`src/rtl/adc_seq_pkg.sv`:
```
package adc_seq_pkg;
  typedef enum logic [1:0] {
    ST_IDLE = 2'd0,
    ST_HOLD = 2'd1,
    ST_CONV = 2'd2
  } conv_st_e;

  localparam logic [2:0] A_CTRL = 3'd0;
  localparam logic [2:0] A_CLK  = 3'd1;
  localparam logic [2:0] A_RESH = 3'd2;
  localparam logic [2:0] A_RESL = 3'd3;
  localparam logic [2:0] A_IRQ  = 3'd4;
endpackage

```
`src/rtl/adc_clk_tick.sv`:
```
module adc_clk_tick #(
  parameter int unsigned CSEL_W = 3,
  parameter int unsigned DIV_W  = 8,
  parameter logic [CSEL_W-1:0] RC_SEL = '1
) (
  input  logic              clk_i,
  input  logic              rst_ni,
  input  logic [CSEL_W-1:0] csel_i,
  input  logic              rc_tick_i,
  output logic              tick_o
);
  logic [DIV_W-1:0] cnt_q, cnt_d;
  logic [DIV_W-1:0] mask_w;

  // bit g of the mask is set for g <= code, so divisor = 2^(code+1)
  for (genvar g = 0; g < DIV_W; g++) begin : g_mask
    assign mask_w[g] = (32'(g) <= 32'(csel_i));
  end

  always_comb cnt_d = cnt_q + 1'b1;

  always_ff @(posedge clk_i or negedge rst_ni) begin
    if (!rst_ni) cnt_q <= '0;
    else         cnt_q <= cnt_d;
  end

  always_comb begin
    if (csel_i == RC_SEL) tick_o = rc_tick_i;
    else                  tick_o = ((cnt_q & mask_w) == mask_w);
  end
endmodule

```
`src/rtl/adc_sar_stub.sv`:
```
module adc_sar_stub #(
  parameter int unsigned RES_W = 10,
  parameter int unsigned STEPS = 11
) (
  input  logic             clk_i,
  input  logic             rst_ni,
  input  logic             run_i,
  input  logic             tick_i,
  input  logic [RES_W-1:0] code_i,
  output logic             done_o,
  output logic [RES_W-1:0] code_o
);
  localparam int unsigned CNT_W = $clog2(STEPS + 1);

  logic [CNT_W-1:0] cnt_q, cnt_d;
  logic             cnt_en;
  logic [RES_W-1:0] code_q;
  logic             code_en;

  always_comb begin
    cnt_en = !run_i || tick_i;
    cnt_d  = run_i ? cnt_q + 1'b1 : '0;
  end

  assign code_en = !run_i;

  always_ff @(posedge clk_i or negedge rst_ni) begin
    if (!rst_ni) begin
      cnt_q  <= '0;
      code_q <= '0;
    end else begin
      if (cnt_en)  cnt_q  <= cnt_d;
      if (code_en) code_q <= code_i;
    end
  end

  assign done_o = run_i && tick_i && (cnt_q == CNT_W'(STEPS - 1));
  assign code_o = code_q;
endmodule

```
`src/rtl/adc_result_fmt.sv`:
```
module adc_result_fmt #(
  parameter int unsigned RES_W = 10,
  parameter int unsigned REG_W = 8
) (
  input  logic             right_i,
  input  logic [RES_W-1:0] code_i,
  output logic [REG_W-1:0] hi_o,
  output logic [REG_W-1:0] lo_o
);
  localparam int unsigned SPILL = RES_W - REG_W;

  always_comb begin
    if (right_i) begin
      hi_o = {{(REG_W-SPILL){1'b0}}, code_i[RES_W-1:REG_W]};
      lo_o = code_i[REG_W-1:0];
    end else begin
      hi_o = code_i[RES_W-1:SPILL];
      lo_o = {code_i[SPILL-1:0], {(REG_W-SPILL){1'b0}}};
    end
  end
endmodule

```
`src/rtl/adc_seq_ctrl.sv`:
```
module adc_seq_ctrl
  import adc_seq_pkg::*;
#(
  parameter int unsigned RES_W      = 10,
  parameter int unsigned REG_W      = 8,
  parameter int unsigned CSEL_W     = 3,
  parameter int unsigned DIV_W      = 8,
  parameter int unsigned CONV_STEPS = 11
) (
  input  logic             clk_i,
  input  logic             rst_ni,
  input  logic             wr_en_i,
  input  logic [2:0]       wr_addr_i,
  input  logic [7:0]       wr_data_i,
  input  logic [2:0]       rd_addr_i,
  output logic [7:0]       rd_data_o,
  input  logic             sleep_i,
  input  logic             instr_stb_i,
  input  logic             rc_tick_i,
  input  logic [RES_W-1:0] stub_code_i,
  output logic             wake_o,
  output logic             flag_o
);
  localparam logic [CSEL_W-1:0] RC_SEL = '1;

  logic [1:0] rst_sync_q;
  logic       rst_sync_n;

  always_ff @(posedge clk_i or negedge rst_ni) begin
    if (!rst_ni) rst_sync_q <= 2'b00;
    else         rst_sync_q <= {rst_sync_q[0], 1'b1};
  end
  assign rst_sync_n = rst_sync_q[1];

  conv_st_e          st_q, st_d;
  logic              en_q, en_d, go_q, go_d;
  logic              fmt_q, fmt_d, vref_q, vref_d;
  logic [2:0]        chan_q, chan_d;
  logic [CSEL_W-1:0] csel_q, csel_d;
  logic              ie_q, ie_d, flag_q, flag_d, wake_q, wake_d;
  logic [REG_W-1:0]  resh_q, resl_q, fmt_hi, fmt_lo;
  logic              rc_sel, conv_tick, stub_done, conv_fin, conv_run;
  logic              ctrl_wr, sleep_abort;
  logic [RES_W-1:0]  stub_code;

  assign rc_sel   = (csel_q == RC_SEL);
  assign conv_run = (st_q == ST_CONV);
  assign ctrl_wr  = wr_en_i && (wr_addr_i == A_CTRL);

  adc_clk_tick #(.CSEL_W(CSEL_W), .DIV_W(DIV_W), .RC_SEL(RC_SEL)) u_tick (
    .clk_i(clk_i), .rst_ni(rst_sync_n), .csel_i(csel_q),
    .rc_tick_i(rc_tick_i), .tick_o(conv_tick)
  );

  adc_sar_stub #(.RES_W(RES_W), .STEPS(CONV_STEPS)) u_stub (
    .clk_i(clk_i), .rst_ni(rst_sync_n), .run_i(conv_run), .tick_i(conv_tick),
    .code_i(stub_code_i), .done_o(stub_done), .code_o(stub_code)
  );

  adc_result_fmt #(.RES_W(RES_W), .REG_W(REG_W)) u_fmt (
    .right_i(fmt_q), .code_i(stub_code), .hi_o(fmt_hi), .lo_o(fmt_lo)
  );

  always_comb begin
    en_d = en_q; go_d = go_q; fmt_d = fmt_q; vref_d = vref_q; chan_d = chan_q;
    csel_d = csel_q; ie_d = ie_q; flag_d = flag_q; st_d = st_q;
    if (wr_en_i) begin
      unique case (wr_addr_i)
        A_CTRL: begin
          fmt_d  = wr_data_i[7];
          vref_d = wr_data_i[6];
          chan_d = wr_data_i[4:2];
          en_d   = wr_data_i[0];
          go_d   = wr_data_i[1] && wr_data_i[0] && en_q;
        end
        A_CLK: csel_d = wr_data_i[4 +: CSEL_W];
        A_IRQ: begin
          flag_d = wr_data_i[0];
          ie_d   = wr_data_i[1];
        end
        default: ;
      endcase
    end
    // divided clock stops in sleep: pending conversion is dropped
    sleep_abort = sleep_i && !rc_sel && go_q;
    if (sleep_abort) go_d = 1'b0;
    conv_fin = stub_done && go_d;
    if (conv_fin) begin
      go_d   = 1'b0;
      flag_d = 1'b1;
    end
    wake_d = conv_fin && sleep_i && ie_q;
    unique case (st_q)
      ST_IDLE: if (go_d && !go_q) st_d = rc_sel ? ST_HOLD : ST_CONV;
      ST_HOLD: if (instr_stb_i) st_d = ST_CONV;
      ST_CONV: if (stub_done) st_d = ST_IDLE;
      default: st_d = ST_IDLE;
    endcase
    if (!go_d) st_d = ST_IDLE;
  end

  always_ff @(posedge clk_i or negedge rst_sync_n) begin
    if (!rst_sync_n) begin
      st_q <= ST_IDLE; en_q <= 1'b0; go_q <= 1'b0; fmt_q <= 1'b0; vref_q <= 1'b0;
      chan_q <= '0; csel_q <= '0; ie_q <= 1'b0; flag_q <= 1'b0; wake_q <= 1'b0;
    end else begin
      st_q <= st_d; en_q <= en_d; go_q <= go_d; fmt_q <= fmt_d; vref_q <= vref_d;
      chan_q <= chan_d; csel_q <= csel_d; ie_q <= ie_d; flag_q <= flag_d; wake_q <= wake_d;
    end
  end

  // result pair has no reset: contents survive a device reset
  always_ff @(posedge clk_i) begin
    if (conv_fin) begin
      resh_q <= fmt_hi;
      resl_q <= fmt_lo;
    end
  end

  always_comb begin
    unique case (rd_addr_i)
      A_CTRL:  rd_data_o = {fmt_q, vref_q, 1'b0, chan_q, go_q, en_q};
      A_CLK:   rd_data_o = 8'({csel_q, 4'b0000});
      A_RESH:  rd_data_o = resh_q;
      A_RESL:  rd_data_o = resl_q;
      A_IRQ:   rd_data_o = {6'b0, ie_q, flag_q};
      default: rd_data_o = 8'h00;
    endcase
  end

  assign wake_o = wake_q;
  assign flag_o = flag_q;
endmodule

```
`config.mk`:
```
export PLATFORM = sky130hd
export DESIGN_NAME = adc_seq_ctrl
export DESIGN_NICKNAME = d
export VERILOG_FILES = /design/src/rtl/adc_seq_pkg.sv /design/src/rtl/adc_clk_tick.sv /design/src/rtl/adc_sar_stub.sv /design/src/rtl/adc_result_fmt.sv /design/src/rtl/adc_seq_ctrl.sv
export SDC_FILE = /design/constraint.sdc
export NUM_CORES = 1
export LEC_CHECK = 0
export CORE_MARGIN = 2
export CORE_UTILIZATION = 30
export DETAILED_ROUTE_END_ITERATION = 10
export GPL_ROUTABILITY_DRIVEN = 0
export PLACE_DENSITY = 0.51
export SLEW_MARGIN = 30
export SYNTH_ARGS = -nofsm -noshare
export SYNTH_HDL_FRONTEND = slang
export SYNTH_HIERARCHICAL = 1
export SYNTH_SLANG_ARGS = --single-unit
export TNS_END_PERCENT = 20
```
`constraint.sdc`:
```
create_clock -name clk_i -period 1.6 [get_ports clk_i]
set_input_delay 0.16 -clock clk_i [delete_from_list [all_inputs] [get_ports clk_i]]
set_output_delay 0.16 -clock clk_i [all_outputs]
set_load 0.03 [all_outputs]
```
==> flow_summary.rst <==
.. list-table::
   :header-rows: 1

   * - Metric
     - Value
   * - Die ar.
     - 9480 sq um
   * - Status
     - finished with violations
   * - First-pass GRT wire length
     - 9.11 mm
   * - Detail Route met2 WL
     - 2.36 mm
   * - Sequential cell area in the final layout
     - 1430 sq um
   * - Count of input and output buffers
     - 39
   * - Setup CP Type
     - reg -> reg
   * - Syn-to-layout area delta
     - 31.5%
   * - Number of fill cells
     - 848
   * - Footprint of the multi-input gates
     - 1120 sq um
   * - Top Ports
     - 40
   * - Synth unique cells
     - 49
   * - Cell internal pwr
     - 2420 uW
   * - Sw Pwr
     - 929 uW
   * - CTS H-tree depth
     - 2
   * - Routed length on met1
     - 2.72 mm
   * - Library cell with the highest instance count after synthesis
     - dfrtp_1
   * - Row cnt
     - 34
   * - Unrepaired setup endpoints after global routing
     - true
   * - Synthesized net count
     - 238
   * - Fraction of synthesis flops using an asynchronous set or reset pin
     - 0.704
   * - Total of warnings raised by yosys
     - 6
   * - Required time of the critical path
     - 1.62 ns
   * - Std-Cell Core Area
     - 8590 sq um
   * - Root Driver
     - clkbuf_8
   * - Launching element type of the critical path
     - flip-flop
   * - Final critical path time including I/O delays and setup
     - 2.13 ns
   * - Number of vias per cell
     - 4.41
   * - Number of nets with antenna violations after routing
     - 0
   * - EDFF count, synth
     - 16
   * - Largest net degree at the start of global routing
     - 37
   * - Total routed wirelength
     - 5.28 mm
   * - Register share of total power
     - 0.508
   * - Amount of wire on met3 after detailed routing
     - 149 um
   * - Clock tree buffer depth
     - 2
   * - Count of inserted antenna diode cells
     - 0
   * - Sequential cell area fraction in the yosys report
     - 0.547
   * - Top sig layer
     - met4
   * - GRT overflow
     - 0
   * - Cts bufs inserted
     - 5
   * - Post-synthesis instance total
     - 205
   * - Worst path setup slack after routing
     - -0.527 ns
   * - Max cap viols
     - 0
   * - Post-Place Worst Slack
     - -0.651 ns
   * - Worst clock skew
     - 0.0139 ns
   * - Crit path max fanout
     - 16
   * - Number of endpoints failing setup at the final stage
     - 21
   * - Initial DRC Count
     - 67
   * - Clock Power Share
     - 0.241
   * - Nets@finish
     - 308
   * - Pins Over Slew Limit
     - 0
   * - Leakage power
     - 0.00146 uW
   * - Effective utilization at floorplan
     - 0.304
   * - Worst endpoint data arrival time
     - 2.14 ns
   * - Pwr/cell area
     - 975 nW/um^2
   * - Worst-skew pair later-pin latency
     - 0.31 ns
   * - Yosys top cell by area
     - dfrtp_1
   * - Post-synth top cells
     - dfrtp_1 (38), nand2_1 (25), edfxtp_1 (16), mux2_2 (13), nor2b_1 (12)
   * - Total track usage
     - 0.118
   * - F_max
     - 0.470 GHz
   * - Via count
     - 1695
   * - Net Sw Frac
     - 0.277
   * - Min-delay worst type
     - reg -> async
   * - Via count of the first global-routing pass
     - 1805
   * - TritonCTS clock tree
     - done
   * - #FFs+latches synth
     - 54
   * - Die W
     - 97.4 um
   * - Smallest hold slack
     - 0.277 ns
   * - Number of antenna violations at the first check in global routing
     - 0
   * - Number of iterations in the first detailed-routing pass
     - 4
   * - Peak supply drop
     - 436 uV
   * - Total negative setup slack
     - -9.36 ns
   * - Post-DR wirelength/cell
     - 13.7 um
   * - Share of the synthesized area in the top cell type
     - 0.363
   * - Proportion of layout cells with a drive suffix above 1
     - 0.322
   * - Average cell area after synthesis
     - 12.8 sq um
   * - Hold Violations, Final
     - 0
   * - Final period util
     - 1.33
   * - Detail Placement HPWL
     - 4.01 mm
   * - Most common flop cell mapped by yosys
     - dfrtp_1
   * - Critical path endpoint category
     - flip-flop
   * - Cells taking the most area after synthesis
     - dfrtp_1 (36%), edfxtp_1 (18%), mux2_2 (5.6%)
   * - Clock edge transition at the registers on the reported setup and hold paths
     - 0.11 ns
   * - Combinational Power Share
     - 0.251
   * - Sink Count
     - 54
   * - Area of the mapped netlist
     - 2620 sq um
   * - Total DRC errors in the routed layout
     - 0
   * - Violated checks
     - negative setup slack
   * - Die Span Y
     - 97.4 um
==> critical path, cell delays in order, from the launching register on <==
cell	delay [ns]
dfrtp_2	0.45
nor2b_1	0.14
o22ai_1	0.10
a31oi_1	0.12
a31oi_2	0.20
nand3_2	0.09
nor3b_2	0.19
a21bo_2	0.27
nor2_4	0.12
buf_12	0.15
==> cell type report <==
cell class | count | area share
clock buffer | 6 | 0.0240
sequential | 54 | 0.417
multi-input combinational | 140 | 0.327
inverter | 3 | 0.00327
clock inverter | 2 | 0.00509
timing repair buffer | 71 | 0.185
tap | 108 | 0.0393
==> sequential cells by signal, indices dropped and copies added, names as in the netlist <==
name           flops
resl_q             8
u_stub/cnt_q       4
u_stub/code_o     10
resh_q             8
wake_o             1
rst_sync_q         2
en_q               1
go_q               1
fmt_q              1
chan_q             3
flag_o             1
st_q               2
csel_q             3
ie_q               1
u_tick/cnt_q       7
vref_q             1
==> power groups by stage <==
stage | clock (uW) | sequential (uW) | combinational [uW]
2_1_floorplan | 0 | 1730 | 583
5_1_grt | 889 | 1730 | 931
3_3_place_gp | 0 | 1730 | 830
4_1_cts | 843 | 1700 | 845
6_report | 807 | 1700 | 842
3_5_place_dp | 0 | 1730 | 838
==> layout by cell type (no fill, tap or decap), drive strengths merged, types with 3 or more instances in the layout <==
cell type and count:
dfrtp 38, a22oi 3, nand3 6, xor2 4, nand2b 3, mux2i 4
nor2 11, ha 3, buf 38, clkbuf 6, edfxtp 16, nor2b 12
nand2 25, and2 7, inv 3, mux2 22, clkdlybuf4s50 27, and3b 3
==> repair_timing <==
action | CTS | global route
buffers inserted | 0 | 1
pin swaps | 0 | 1
resized for setup | 15 | 7
setup endpoints to repair | 29 | 31
hold buffers | 1 | 0
endpoints found under the hold margin | 2 | 0
==> cell families (layout without fill, tap and decap cells) <==
group / after synthesis / count (layout) / share of synthesized area
adder cells (fa/ha/maj): 3 / 3 / 0.0143
other: 1 / 1 / 0.00143
AO/OA/AOI/OAI: 22 / 22 / 0.0660
XOR/XNOR: 6 / 6 / 0.0201
flip-flops: 54 / 54 / 0.547
multiplexers: 28 / 28 / 0.140
buffers and inverters: 11 / 82 / 0.0320
AND/OR/NAND/NOR: 80 / 80 / 0.179
==> through the flow <==
step                power [uW]  instances   util  area [sq um]
floorplan                 2310        205      -          2630
global placement          2560        374  0.385          3310
detailed placement        2570        374  0.385          3310
CTS                       3390        383  0.398          3420
global route              3550        384  0.400          3440
finish                    3350        384  0.400          3440
==> final timing paths <==
path	start	to	slack, ns	cells after the start
max in group asynchronous	rst_ni	rst_sync_q[0]$_DFF_PN0_	0.93	2
min in group clk_i	rst_sync_q[0]$_DFF_PN0_	rst_sync_q[1]$_DFF_PN0_	0.36	0
min reg2reg	rst_sync_q[1]$_DFF_PN0_	u_stub/code_o[5]$_DFFE_PN0N_	0.28	1
max reg2reg	csel_q[0]$_DFFE_PN0P_	resh_q[6]$_DFFE_PP_	-0.53	9
min	rst_sync_q[1]$_DFF_PN0_	u_stub/code_o[5]$_DFFE_PN0N_	0.28	1
max	csel_q[0]$_DFFE_PN0P_	resh_q[6]$_DFFE_PP_	-0.53	9
==> metal layers <==
metal  track usage  up-vias
li1              -      865
met1         0.169      799
met2         0.184       27
met3        0.0237        4
met4        0.0288        0
met5             0        -
Note: power is estimated with default switching activity, not from simulation.
